$ cat src/rtl/cursor_pkg.sv
package cursor_pkg;
  localparam int RGB_W = 24;
  typedef logic [RGB_W-1:0] rgb_t;

  typedef enum logic [1:0] {
    CODE_CLEAR = 2'b00,
    CODE_C1    = 2'b01,
    CODE_C2    = 2'b10,
    CODE_C3    = 2'b11
  } cur_code_e;
endpackage

$ cat src/rtl/cursor_geom_latch.sv
module cursor_geom_latch #(
  parameter int XW = 12,
  parameter int YW = 12,
  parameter int HW = 12
) (
  input  logic          clk,
  input  logic          rst_n,
  input  logic          frame_start,
  input  logic [XW-1:0] reg_x,
  input  logic [YW-1:0] reg_y,
  input  logic [HW-1:0] reg_h,
  output logic [XW-1:0] eff_x,
  output logic [YW-1:0] eff_y,
  output logic [HW-1:0] eff_h
);
  logic [XW-1:0] sh_x;
  logic [YW-1:0] sh_y;
  logic [HW-1:0] sh_h;

  always_ff @(posedge clk) begin
    if (!rst_n) begin
      sh_x <= '0;
      sh_y <= '0;
      sh_h <= '0;
    end else if (frame_start) begin
      sh_x <= reg_x;
      sh_y <= reg_y;
      sh_h <= reg_h;
    end
  end

  // The frame-start beat itself already sees the new geometry.
  always_comb begin
    eff_x = frame_start ? reg_x : sh_x;
    eff_y = frame_start ? reg_y : sh_y;
    eff_h = frame_start ? reg_h : sh_h;
  end

  // the latched geometry moves only at a frame start
  a_r7_geom_frozen: assert property (@(posedge clk) disable iff (!rst_n)
    !frame_start |=> ($stable(sh_x) && $stable(sh_y) && $stable(sh_h)));
endmodule

$ cat src/rtl/cursor_linebuf.sv
module cursor_linebuf #(
  parameter int LINE_W = 64
) (
  input  logic              clk,
  input  logic              rst_n,
  input  logic              wr,
  input  logic [LINE_W-1:0] wdata,
  output logic [LINE_W-1:0] q
);
  always_ff @(posedge clk) begin
    if (!rst_n) q <= '0;
    else if (wr) q <= wdata;
  end

  // contents change only on a write
  a_r10_line_hold: assert property (@(posedge clk) disable iff (!rst_n)
    !wr |=> $stable(q));
endmodule

$ cat src/rtl/cursor_window.sv
module cursor_window
  import cursor_pkg::*;
#(
  parameter int XW     = 12,
  parameter int YW     = 12,
  parameter int HW     = 12,
  parameter int CUR_W  = 32,
  parameter int CODE_W = 2,
  localparam int LINE_W = CUR_W * CODE_W,
  localparam int IDXW   = $clog2(CUR_W)
) (
  input  logic [XW-1:0]     beam_x,
  input  logic [YW-1:0]     beam_y,
  input  logic [XW-1:0]     win_x,
  input  logic [YW-1:0]     win_y,
  input  logic [HW-1:0]     win_h,
  input  logic [LINE_W-1:0] line,
  output logic              show,
  output cur_code_e         code
);
  logic [XW:0]     dx;
  logic [YW:0]     dy;
  logic            in_x, in_y;
  logic [IDXW-1:0] idx;
  logic [CODE_W-1:0] raw;

  always_comb begin
    dx   = {1'b0, beam_x} - {1'b0, win_x};
    dy   = {1'b0, beam_y} - {1'b0, win_y};
    in_x = !dx[XW] && (32'(dx[XW-1:0]) < 32'(CUR_W));
    in_y = !dy[YW] && (32'(dy[YW-1:0]) < 32'(win_h));
    idx  = dx[IDXW-1:0];
    raw  = line[idx*CODE_W +: CODE_W];
    code = cur_code_e'(raw);
    show = in_x && in_y && (code != CODE_CLEAR);
  end
endmodule

$ cat src/rtl/cursor_colsel.sv
module cursor_colsel
  import cursor_pkg::*;
(
  input  logic      show,
  input  cur_code_e code,
  input  rgb_t      video,
  input  rgb_t      c1,
  input  rgb_t      c2,
  input  rgb_t      c3,
  output rgb_t      pix
);
  always_comb begin
    pix = video;
    if (show) begin
      unique case (code)
        CODE_C1: pix = c1;
        CODE_C2: pix = c2;
        CODE_C3: pix = c3;
        default: pix = video;
      endcase
    end
  end
endmodule

$ cat src/rtl/cursor_overlay.sv
module cursor_overlay
  import cursor_pkg::*;
#(
  parameter int XW     = 12,
  parameter int YW     = 12,
  parameter int HW     = 12,
  parameter int CUR_W  = 32,
  parameter int CODE_W = 2,
  localparam int LINE_W = CUR_W * CODE_W
) (
  input  logic              clk,
  input  logic              rst_n,
  input  logic              in_valid,
  output logic              in_ready,
  input  logic [XW-1:0]     in_x,
  input  logic [YW-1:0]     in_y,
  input  logic [RGB_W-1:0]  in_rgb,
  output logic              out_valid,
  input  logic              out_ready,
  output logic [RGB_W-1:0]  out_rgb,
  input  logic [XW-1:0]     cur_x,
  input  logic [YW-1:0]     cur_y,
  input  logic [HW-1:0]     cur_h,
  input  logic [RGB_W-1:0]  col1,
  input  logic [RGB_W-1:0]  col2,
  input  logic [RGB_W-1:0]  col3,
  input  logic              line_wr,
  input  logic [LINE_W-1:0] line_data
);
  logic            accept, frame_start, show;
  logic [XW-1:0]   ex;
  logic [YW-1:0]   ey;
  logic [HW-1:0]   eh;
  logic [LINE_W-1:0] line_q;
  cur_code_e       code;
  rgb_t            pix;

  assign in_ready    = !out_valid || out_ready;
  assign accept      = in_valid && in_ready;
  assign frame_start = accept && (in_x == '0) && (in_y == '0);

  cursor_geom_latch #(.XW(XW), .YW(YW), .HW(HW)) u_geom (
    .clk(clk), .rst_n(rst_n), .frame_start(frame_start),
    .reg_x(cur_x), .reg_y(cur_y), .reg_h(cur_h),
    .eff_x(ex), .eff_y(ey), .eff_h(eh)
  );

  cursor_linebuf #(.LINE_W(LINE_W)) u_line (
    .clk(clk), .rst_n(rst_n), .wr(line_wr), .wdata(line_data), .q(line_q)
  );

  cursor_window #(.XW(XW), .YW(YW), .HW(HW), .CUR_W(CUR_W), .CODE_W(CODE_W)) u_win (
    .beam_x(in_x), .beam_y(in_y), .win_x(ex), .win_y(ey), .win_h(eh),
    .line(line_q), .show(show), .code(code)
  );

  cursor_colsel u_sel (
    .show(show), .code(code), .video(in_rgb),
    .c1(col1), .c2(col2), .c3(col3), .pix(pix)
  );

  always_ff @(posedge clk) begin
    if (!rst_n) begin
      out_valid <= 1'b0;
      out_rgb   <= '0;
    end else if (in_ready) begin
      out_valid <= in_valid;
      if (in_valid) out_rgb <= pix;
    end
  end

  // stalled output is held
  a_r8_stall_hold: assert property (@(posedge clk) disable iff (!rst_n)
    (out_valid && !out_ready) |=> (out_valid && $stable(out_rgb)));

  // an accepted beat shows up on the next cycle
  a_r8_accept_out: assert property (@(posedge clk) disable iff (!rst_n)
    accept |=> out_valid);

  // no cursor means the video colour passes
  a_r2_video_pass: assert property (@(posedge clk) disable iff (!rst_n)
    (accept && !show) |=> (out_rgb == $past(in_rgb)));

  // each non-zero code picks its own colour register
  a_r3_code_colour: assert property (@(posedge clk) disable iff (!rst_n)
    (accept && show) |=>
      (out_rgb == (($past(code) == CODE_C1) ? $past(col1) :
                   ($past(code) == CODE_C2) ? $past(col2) : $past(col3))));
endmodule

$ cat config.mk
export PLATFORM = sky130hd
export DESIGN_NAME = cursor_overlay
export DESIGN_NICKNAME = d
export VERILOG_FILES = /design/src/rtl/cursor_pkg.sv /design/src/rtl/cursor_geom_latch.sv /design/src/rtl/cursor_linebuf.sv /design/src/rtl/cursor_window.sv /design/src/rtl/cursor_colsel.sv /design/src/rtl/cursor_overlay.sv
export SDC_FILE = /design/constraint.sdc
export NUM_CORES = 1
export LEC_CHECK = 0
export BUFFER_PORTS_ARGS = -buffer_cell sky130_fd_sc_hd__buf_2
export CAP_MARGIN = 20
export CORE_ASPECT_RATIO = 0.75
export CORE_MARGIN = 1
export CORE_UTILIZATION = 55
export CTS_BUF_LIST = sky130_fd_sc_hd__clkbuf_8
export CTS_CLUSTER_DIAMETER = 100
export CTS_CLUSTER_SIZE = 40
export DETAILED_ROUTE_END_ITERATION = 6
export PLACE_DENSITY = 0.81
export RECOVER_POWER = 100
export SLEW_MARGIN = 10
export SYNTH_ARGS = -nofsm -noshare
export SYNTH_HDL_FRONTEND = slang
export SYNTH_HIERARCHICAL = 1
export SYNTH_SLANG_ARGS = --single-unit
$ cat constraint.sdc
create_clock -name clk -period 14.1 [get_ports clk]
set_clock_uncertainty 0.2 [all_clocks]
set_input_delay 1.41 -clock clk [delete_from_list [all_inputs] [get_ports clk]]
set_output_delay 1.41 -clock clk [all_outputs]
set_load 0.005 [all_outputs]
==> impl_table.tex, run 1 <==
\begin{tabular}{lr}
\hline
Metric & Value \\
\hline
\multicolumn{2}{l}{\textbf{STA}} \\
Min Hold Slack & 275.8 ps \\
Slew HR & -195.1\% \\
Share of the clock period used by the worst path after layout & 71.40\% \\
Slew of the pin with the lowest slew margin & 4426 ps \\
Setup\_tns & 0 ps \\
Final Hold Vio Count & 0 \\
Setup repair after global routing missed its margin & no \\
Maximum frequency from static timing analysis & 99.33 MHz \\
Final min period & 10070 ps \\
Final max-slew violation count & 202 \\
Total of endpoints with negative setup slack in the final report & 0 \\
\multicolumn{2}{l}{\textbf{Place}} \\
Placed Cells & 1216 \\
Placed Instance Area & 9309 um2 \\
Final HPWL DP & 15.17 mm \\
IO buf count & 250 \\
Placer's final routability congestion estimate & 0.8665 \\
\multicolumn{2}{l}{\textbf{Critical path}} \\
Data required, critical path & 14220 ps \\
Worst setup EP type & register \\
Dominant cell type by count on the critical path & nor2b\_1 \\
Critical Path AT & 10190 ps \\
Top fanout value on the critical path & 49 \\
Crit path launch type & input port \\
Maximum cell stage delay along the critical path & 1620 ps \\
Crit path max-delay cell type & clkbuf\_1 \\
Critical path class & in -> reg \\
R2r setup slk & 4720 ps \\
\multicolumn{2}{l}{\textbf{Power}} \\
Logic pwr share & 21.0\% \\
Power share of the sequential group & 42.0\% \\
Net switching component of the power & 0.2554 mW \\
Switching Fraction & 28.43\% \\
Leak Pwr & 4.112 nW \\
Power density over cell area & 93.50 nW/um2 \\
Peak VDD IR & 0.00006293 V \\
Internal cell power & 0.6430 mW \\
Clock Power Share & 37.0\% \\
\multicolumn{2}{l}{\textbf{Floorplan}} \\
Die extent in y & 107.8 um \\
Die area & 15420 um2 \\
Std cell rows & 38 \\
Width of the chip & 143.1 um \\
Core area & 14500 um2 \\
Total I/O pin count & 251 \\
Initial cell density of the core & 56.59\% \\
\multicolumn{2}{l}{\textbf{GRT}} \\
Most heavily used metal layer in global routing & met2 \\
GRT Overall Usage & 27.55\% \\
Initial antenna violation count & 3 \\
Via count of the first global-routing pass & 6341 \\
GRT Residual Overflow & 0 \\
Met2 capacity usage during global routing & 42.09\% \\
Met3 usage & 7.117\% \\
First-pass GRT wire length & 32.54 mm \\
Largest net degree at the start of global routing & 126 \\
Met1 capacity usage during global routing & 37.02\% \\
\multicolumn{2}{l}{\textbf{Drt}} \\
Number of vias in the routed layout & 6828 \\
Vias per inst & 5.471 \\
DRC marker count from the first detailed-route iteration & 467 \\
Average wire per cell in the routed design & 17.03 um \\
Total detailed-routing wirelength & 21.26 mm \\
Post-detailed-route count of antenna-violating nets & 0 \\
DRC violations left & 0 \\
Router iterations before antenna repair & 5 \\
\multicolumn{2}{l}{\textbf{Final layout}} \\
P\&R area growth vs syn & 17.09\% \\
Highest-count cells in the layout ignoring fill and taps & buf\_2, dfxtp\_1, mux2i\_1 \\
Finished Cell Area & 9609 um2 \\
Proportion of layout cells with a drive suffix above 1 & 34.06\% \\
Total Nets Final & 1298 \\
Final instance count without filler cells & 1248 \\
Antenna cells & 0 \\
Commonest non-fill, non-tap cell in the layout & buf\_2 \\
\multicolumn{2}{l}{\textbf{Clock tree}} \\
Buffer depth of the longest clock path & 2 \\
H-tree levels & 4 \\
Num CTS Buffers & 17 \\
TritonCTS clock tree & built \\
Number of clock sinks seen by CTS & 125 \\
Clock root buffer & clkbuf\_8 \\
Number of buffers inserted by hold repair at cts & 0 \\
Setup bufs post-CTS & 0 \\
Number of gates resized after CTS & 0 \\
Latest clock arrival within the worst-skew pair & 450 ps \\
Reg clk slew, reported paths & 70 ps \\
\multicolumn{2}{l}{\textbf{Yosys}} \\
Count of mapped cells out of synthesis & 814 \\
FF+latch count, synth & 125 \\
EDFF count, synth & 0 \\
Mapped Avg Cell Area & 10.08 um2 \\
Post-synth top flop & dfxtp\_1 \\
Library cells used by synthesis & 60 \\
Number of nets in the synthesized netlist & 1076 \\
Share of the yosys chip area belonging to registers & 30.49\% \\
Number of warnings printed during yosys synthesis & 6 \\
Netlist area before placement & 8207 um2 \\
Async set-or-reset flop fraction in the synthesized netlist & 0\% \\
\multicolumn{2}{l}{\textbf{Hold path}} \\
Path class of the lowest-slack min-delay path & reg -> reg \\
\multicolumn{2}{l}{\textbf{Outcome}} \\
Outcome & complete, but fails checks \\
Violations in the final reports & max-capacitance violations, max-slew violations \\
\multicolumn{2}{l}{\textbf{Job}} \\
Max-capacitance violation count & 3 \\
\hline
\end{tabular}
worst max-delay path: cells and delay by family:
kind,cells,cell delay [ps]
buffers and inverters,6,2850
AOI/OAI and AO/OA,10,1680
adders and majority gates,2,510
muxes,1,400
xor gates and xnor gates,1,140
and+or+nand+nor,10,3180
area by class of cell:
cell class / instances / area, um2
multi-input cells: 584 / 4962
well taps: 200 / 250.2
flip-flops and latches: 125 / 2502
clock buffers: 18 / 247.7
clock inverters: 13 / 165.2
fillers: 1179 / 4892
repair buffers: 256 / 1281
inverters: 52 / 200.2
cells in the mapped netlist, types with 4 or more instances:
| library cell | instances | area (um2) |
|---|---|---|
| and2_1 | 34 | 212.7 |
| a21oi_1 | 39 | 195.2 |
| nor4_1 | 11 | 68.82 |
| nor3_1 | 4 | 20.02 |
| mux2i_1 | 72 | 720.7 |
| a21boi_1 | 21 | 157.7 |
| nand4_1 | 4 | 25.02 |
| xnor2_1 | 7 | 61.31 |
| nand3b_1 | 24 | 180.2 |
| a21boi_0 | 5 | 37.54 |
| buf_12 | 5 | 100.1 |
| o21ai_0 | 57 | 285.3 |
| mux4_2 | 18 | 405.4 |
| buf_4 | 4 | 30.03 |
| nand2_1 | 10 | 37.54 |
| nor2b_1 | 68 | 425.4 |
| buf_8 | 6 | 90.09 |
| o21a_1 | 6 | 45.04 |
| mux2_4 | 50 | 750.7 |
| o22ai_2 | 20 | 250.2 |
| nor2_1 | 11 | 41.29 |
| o21ai_1 | 8 | 40.04 |
| inv_1 | 50 | 187.7 |
| o22ai_1 | 4 | 25.02 |
| xor2_1 | 4 | 35.03 |
| buf_2 | 9 | 45.04 |
| clkbuf_1 | 13 | 48.80 |
| mux2_2 | 10 | 112.6 |
| dfxtp_1 | 125 | 2502 |
| nand3_1 | 25 | 125.1 |
| buf_6 | 10 | 112.6 |
| ha_1 | 35 | 437.9 |
registers in the layout (all words and copies together) (netlist names):
| register | cells |
|---|---|
| u_line/q | 64 |
| u_geom/sh_y | 12 |
| out_valid | 1 |
| u_geom/sh_x | 12 |
| out_rgb | 24 |
| u_geom/sh_h | 12 |
final timing paths:
check                           from  cells past startpoint                  endpoint
max                        out_ready                     30  out_rgb[23]$_SDFFE_PN0P_
min          out_rgb[5]$_SDFFE_PN0P_                      2   out_rgb[5]$_SDFFE_PN0P_
max reg2reg   out_valid$_SDFFE_PN0N_                     29  out_rgb[23]$_SDFFE_PN0P_
min reg2reg  out_rgb[5]$_SDFFE_PN0P_                      2   out_rgb[5]$_SDFFE_PN0P_
kinds of logic (layout without fill, tap and decap cells):
group	count (synthesis)	count (layout)	synth area share [%]
compound gates	182	182	14.96
xor+xnor	12	12	1.509
mux	150	150	24.24
simple gates	203	203	15.02
fa+ha+maj	37	37	5.824
flops	125	125	30.49
buf+inv	105	339	7.959
metal layers:
| layer | part of all wire, % | up-vias |
|---|---|---|
| met5 | 0.18 | - |
| met4 | 2.2 | 6 |
| met3 | 7.2 | 36 |
| met2 | 45 | 261 |
| met1 | 46 | 3170 |
| li1 | - | 3355 |
power groups by stage:
stage | registers, mW | logic, mW | clock network [mW]
2_1_floorplan | 0.382 | 0.135 | 0
6_report | 0.377 | 0.189 | 0.333
3_5_place_dp | 0.385 | 0.189 | 0
3_3_place_gp | 0.385 | 0.187 | 0
5_1_grt | 0.379 | 0.206 | 0.354
4_1_cts | 0.377 | 0.190 | 0.337
through the flow:
stage               setup slack (ps)  total power, mW  utilization, %
global route                    3277           0.9382           66.26
detailed placement              5955           0.5738           64.19
CTS                             6409           0.9039           67.04
finish                          4032           0.8985           66.26
global placement                6195           0.5715           64.19
floorplan                       7663           0.5171               -
No activity file was read; power rests on OpenSTA's default activity.
==> run 2, diff against run 1 <==
Settings changed: CORE_UTILIZATION 55 to 54, PLACE_DENSITY 0.81 to 0.79.
Clock period 14.1 ns to 9.7 ns, I/O delays scaled along.
==> impl_table.tex, run 2 (same netlist as run 1, synthesis figures left out) <==
\begin{tabular}{lr}
\hline
Metric & Value \\
\hline
\multicolumn{2}{l}{\textbf{Outcome}} \\
Outcome & complete, but fails checks \\
Violations in the final reports & max-capacitance violations, max-slew violations \\
\multicolumn{2}{l}{\textbf{Drt}} \\
Average wire per cell in the routed design & 16.14 um \\
DRC violations left & 0 \\
Router iterations before antenna repair & 5 \\
DRC marker count from the first detailed-route iteration & 432 \\
Total detailed-routing wirelength & 20.18 mm \\
Post-detailed-route count of antenna-violating nets & 0 \\
Number of vias in the routed layout & 6731 \\
Vias per inst & 5.385 \\
\multicolumn{2}{l}{\textbf{Place}} \\
Placer's final routability congestion estimate & 0.8938 \\
Final HPWL DP & 14.69 mm \\
Placed Cells & 1216 \\
Worst slack at placement & 1691 ps \\
IO buf count & 250 \\
\multicolumn{2}{l}{\textbf{Floorplan}} \\
Width of the chip & 144.4 um \\
Std cell rows & 38 \\
Core area & 14640 um2 \\
Die extent in y & 108.8 um \\
Total I/O pin count & 251 \\
Die area & 15700 um2 \\
Initial cell density of the core & 56.04\% \\
\multicolumn{2}{l}{\textbf{Hold path}} \\
Endpoint with the worst hold slack & out\_rgb[14]\$\_SDFFE\_PN0P\_ \\
Path class of the lowest-slack min-delay path & reg -> reg \\
Hold path startpoint & out\_rgb[14]\$\_SDFFE\_PN0P\_ \\
Worst Hold Path Cells & 2 \\
\multicolumn{2}{l}{\textbf{Critical path}} \\
Critical Path AT & 8080 ps \\
Buffer and inverter count on the worst path & 5 \\
Cell family with the largest share of critical-path delay & simple AND/OR/NAND/NOR gates \\
Crit path launch type & input port \\
Top fanout value on the critical path & 49 \\
Endpoint of the worst-slack reg-to-reg timing path & out\_rgb[21]\$\_SDFFE\_PN0P\_ \\
Reg-to-reg critical path startpoint & out\_valid\$\_SDFFE\_PN0N\_ \\
Data required, critical path & 9810 ps \\
Maximum cell stage delay along the critical path & 1210 ps \\
Worst setup EP type & register \\
Crit path max-delay cell type & nor2\_2 \\
R2r setup slk & 1950 ps \\
Worst reg2reg path depth & 28 \\
Critical path class & in -> reg \\
\multicolumn{2}{l}{\textbf{Clock tree}} \\
Number of clock sinks seen by CTS & 125 \\
TritonCTS clock tree & built \\
Reg clk slew, reported paths & 70 ps \\
Number of buffers inserted by hold repair at cts & 0 \\
Num CTS Buffers & 17 \\
Buffer depth of the longest clock path & 2 \\
H-tree levels & 4 \\
Clock root buffer & clkbuf\_8 \\
Number of gates resized after CTS & 0 \\
Setup bufs post-CTS & 0 \\
Latest clock arrival within the worst-skew pair & 440 ps \\
\multicolumn{2}{l}{\textbf{Final layout}} \\
Proportion of layout cells with a drive suffix above 1 & 34.13\% \\
Largest registers in the final layout & u\_line/q x64, out\_rgb x24 \\
Highest-count cells in the layout ignoring fill and taps & buf\_2, dfxtp\_1, mux2i\_1 \\
Largest register FFs & 64 \\
Number of filler instances in the final layout & 1266 \\
Final instance count without filler cells & 1250 \\
Total Nets Final & 1298 \\
P\&R area growth vs syn & 17.59\% \\
Register with the most flip-flops & u\_line/q \\
Commonest non-fill, non-tap cell in the layout & buf\_2 \\
\multicolumn{2}{l}{\textbf{STA}} \\
Final max-slew violation count & 216 \\
Min Hold Slack & 276.7 ps \\
Slew of the pin with the lowest slew margin & 4408 ps \\
Setup\_tns & 0 ps \\
Setup repair after global routing missed its margin & no \\
Maximum frequency from static timing analysis & 125.5 MHz \\
Setup WS post-layout & 1730 ps \\
Share of the clock period used by the worst path after layout & 82.17\% \\
Final min period & 7970 ps \\
Final Hold Vio Count & 0 \\
Total of endpoints with negative setup slack in the final report & 0 \\
Slew HR & -193.9\% \\
\multicolumn{2}{l}{\textbf{GRT}} \\
Via count of the first global-routing pass & 6111 \\
Initial antenna violation count & 1 \\
First-pass GRT wire length & 30.55 mm \\
Largest net degree at the start of global routing & 126 \\
GRT Residual Overflow & 0 \\
GRT Overall Usage & 25.35\% \\
\multicolumn{2}{l}{\textbf{Power}} \\
Tot Pwr & 1.309 mW \\
Leak Pwr & 4.137 nW \\
Peak VDD IR & 0.0001019 V \\
Power density over cell area & 135.7 nW/um2 \\
\multicolumn{2}{l}{\textbf{Job}} \\
Max-capacitance violation count & 3 \\
\hline
\end{tabular}
==> run 2: cell count changes in the layout (fill, tap and decap cells not counted), sizes merged <==
| cell | before | now |
|---|---|---|
| buf | 231 | 229 |
| clkbuf | 43 | 46 |
| clkinv | 4 | 7 |
| clkinvlp | 4 | 2 |
| diode | 0 | 1 |
| inv | 54 | 53 |
==> run 2: stage by stage <==
step	area [um2]	util [%]
floorplan	8207	-
global placement	9301	63.52
detailed placement	9329	63.70
CTS	9754	66.61
global route	9651	65.90
finish	9651	65.90
==> run 2: final cells by class <==
type | instances | area (um2) | share of cell area [%]
Timing Repair Buffer | 256 | 1300 | 13.47
Inverter | 52 | 200.2 | 2.074
Tap cell | 200 | 250.2 | 2.593
Sequential cell | 125 | 2502 | 25.93
Clock buffer | 19 | 261.5 | 2.710
Antenna cell | 1 | 2.502 | 0.02593
Clock inverter | 13 | 163.9 | 1.698
Multi-Input combinational cell | 584 | 4970 | 51.50
==> run 2: how the worst max path moves through the flow <==
stage | slack [ps] | from | to | cells after the start
CTS | 2160 | in_valid | out_rgb[23]$_SDFFE_PN0P_ | 27
floorplan | 3700 | in_valid | out_rgb[16]$_SDFFE_PN0P_ | 29
detailed placement | 1690 | in_valid | out_rgb[23]$_SDFFE_PN0P_ | 27
global placement | 1510 | in_y[3] | out_rgb[0]$_SDFFE_PN0P_ | 27
global route | 1040 | in_y[3] | out_rgb[1]$_SDFFE_PN0P_ | 28
finish | 1730 | out_ready | out_rgb[21]$_SDFFE_PN0P_ | 29
==> run 2: tightest hold or removal path, cell delays in order (launching register included) <==
cell and delay (ps):
dfxtp_1 310, o21ai_0 60, a21boi_1 60
==> run 2: per-layer routing <==
layer	global-route usage (%)	share of wire, %	vias up
li1	-	-	3367
met1	34.09	47	3145
met2	40.76	46	209
met3	5.753	6.3	10
met4	6.992	1.0	0
met5	0	0	-
==> run 2: power breakdown <==
group,total [mW],leakage (nW),switching [mW],internal [mW]
Combinational,0.277,2.90,0.134,0.143
Sequential,0.547,1.02,0.0113,0.535
Clock,0.486,0.212,0.217,0.269
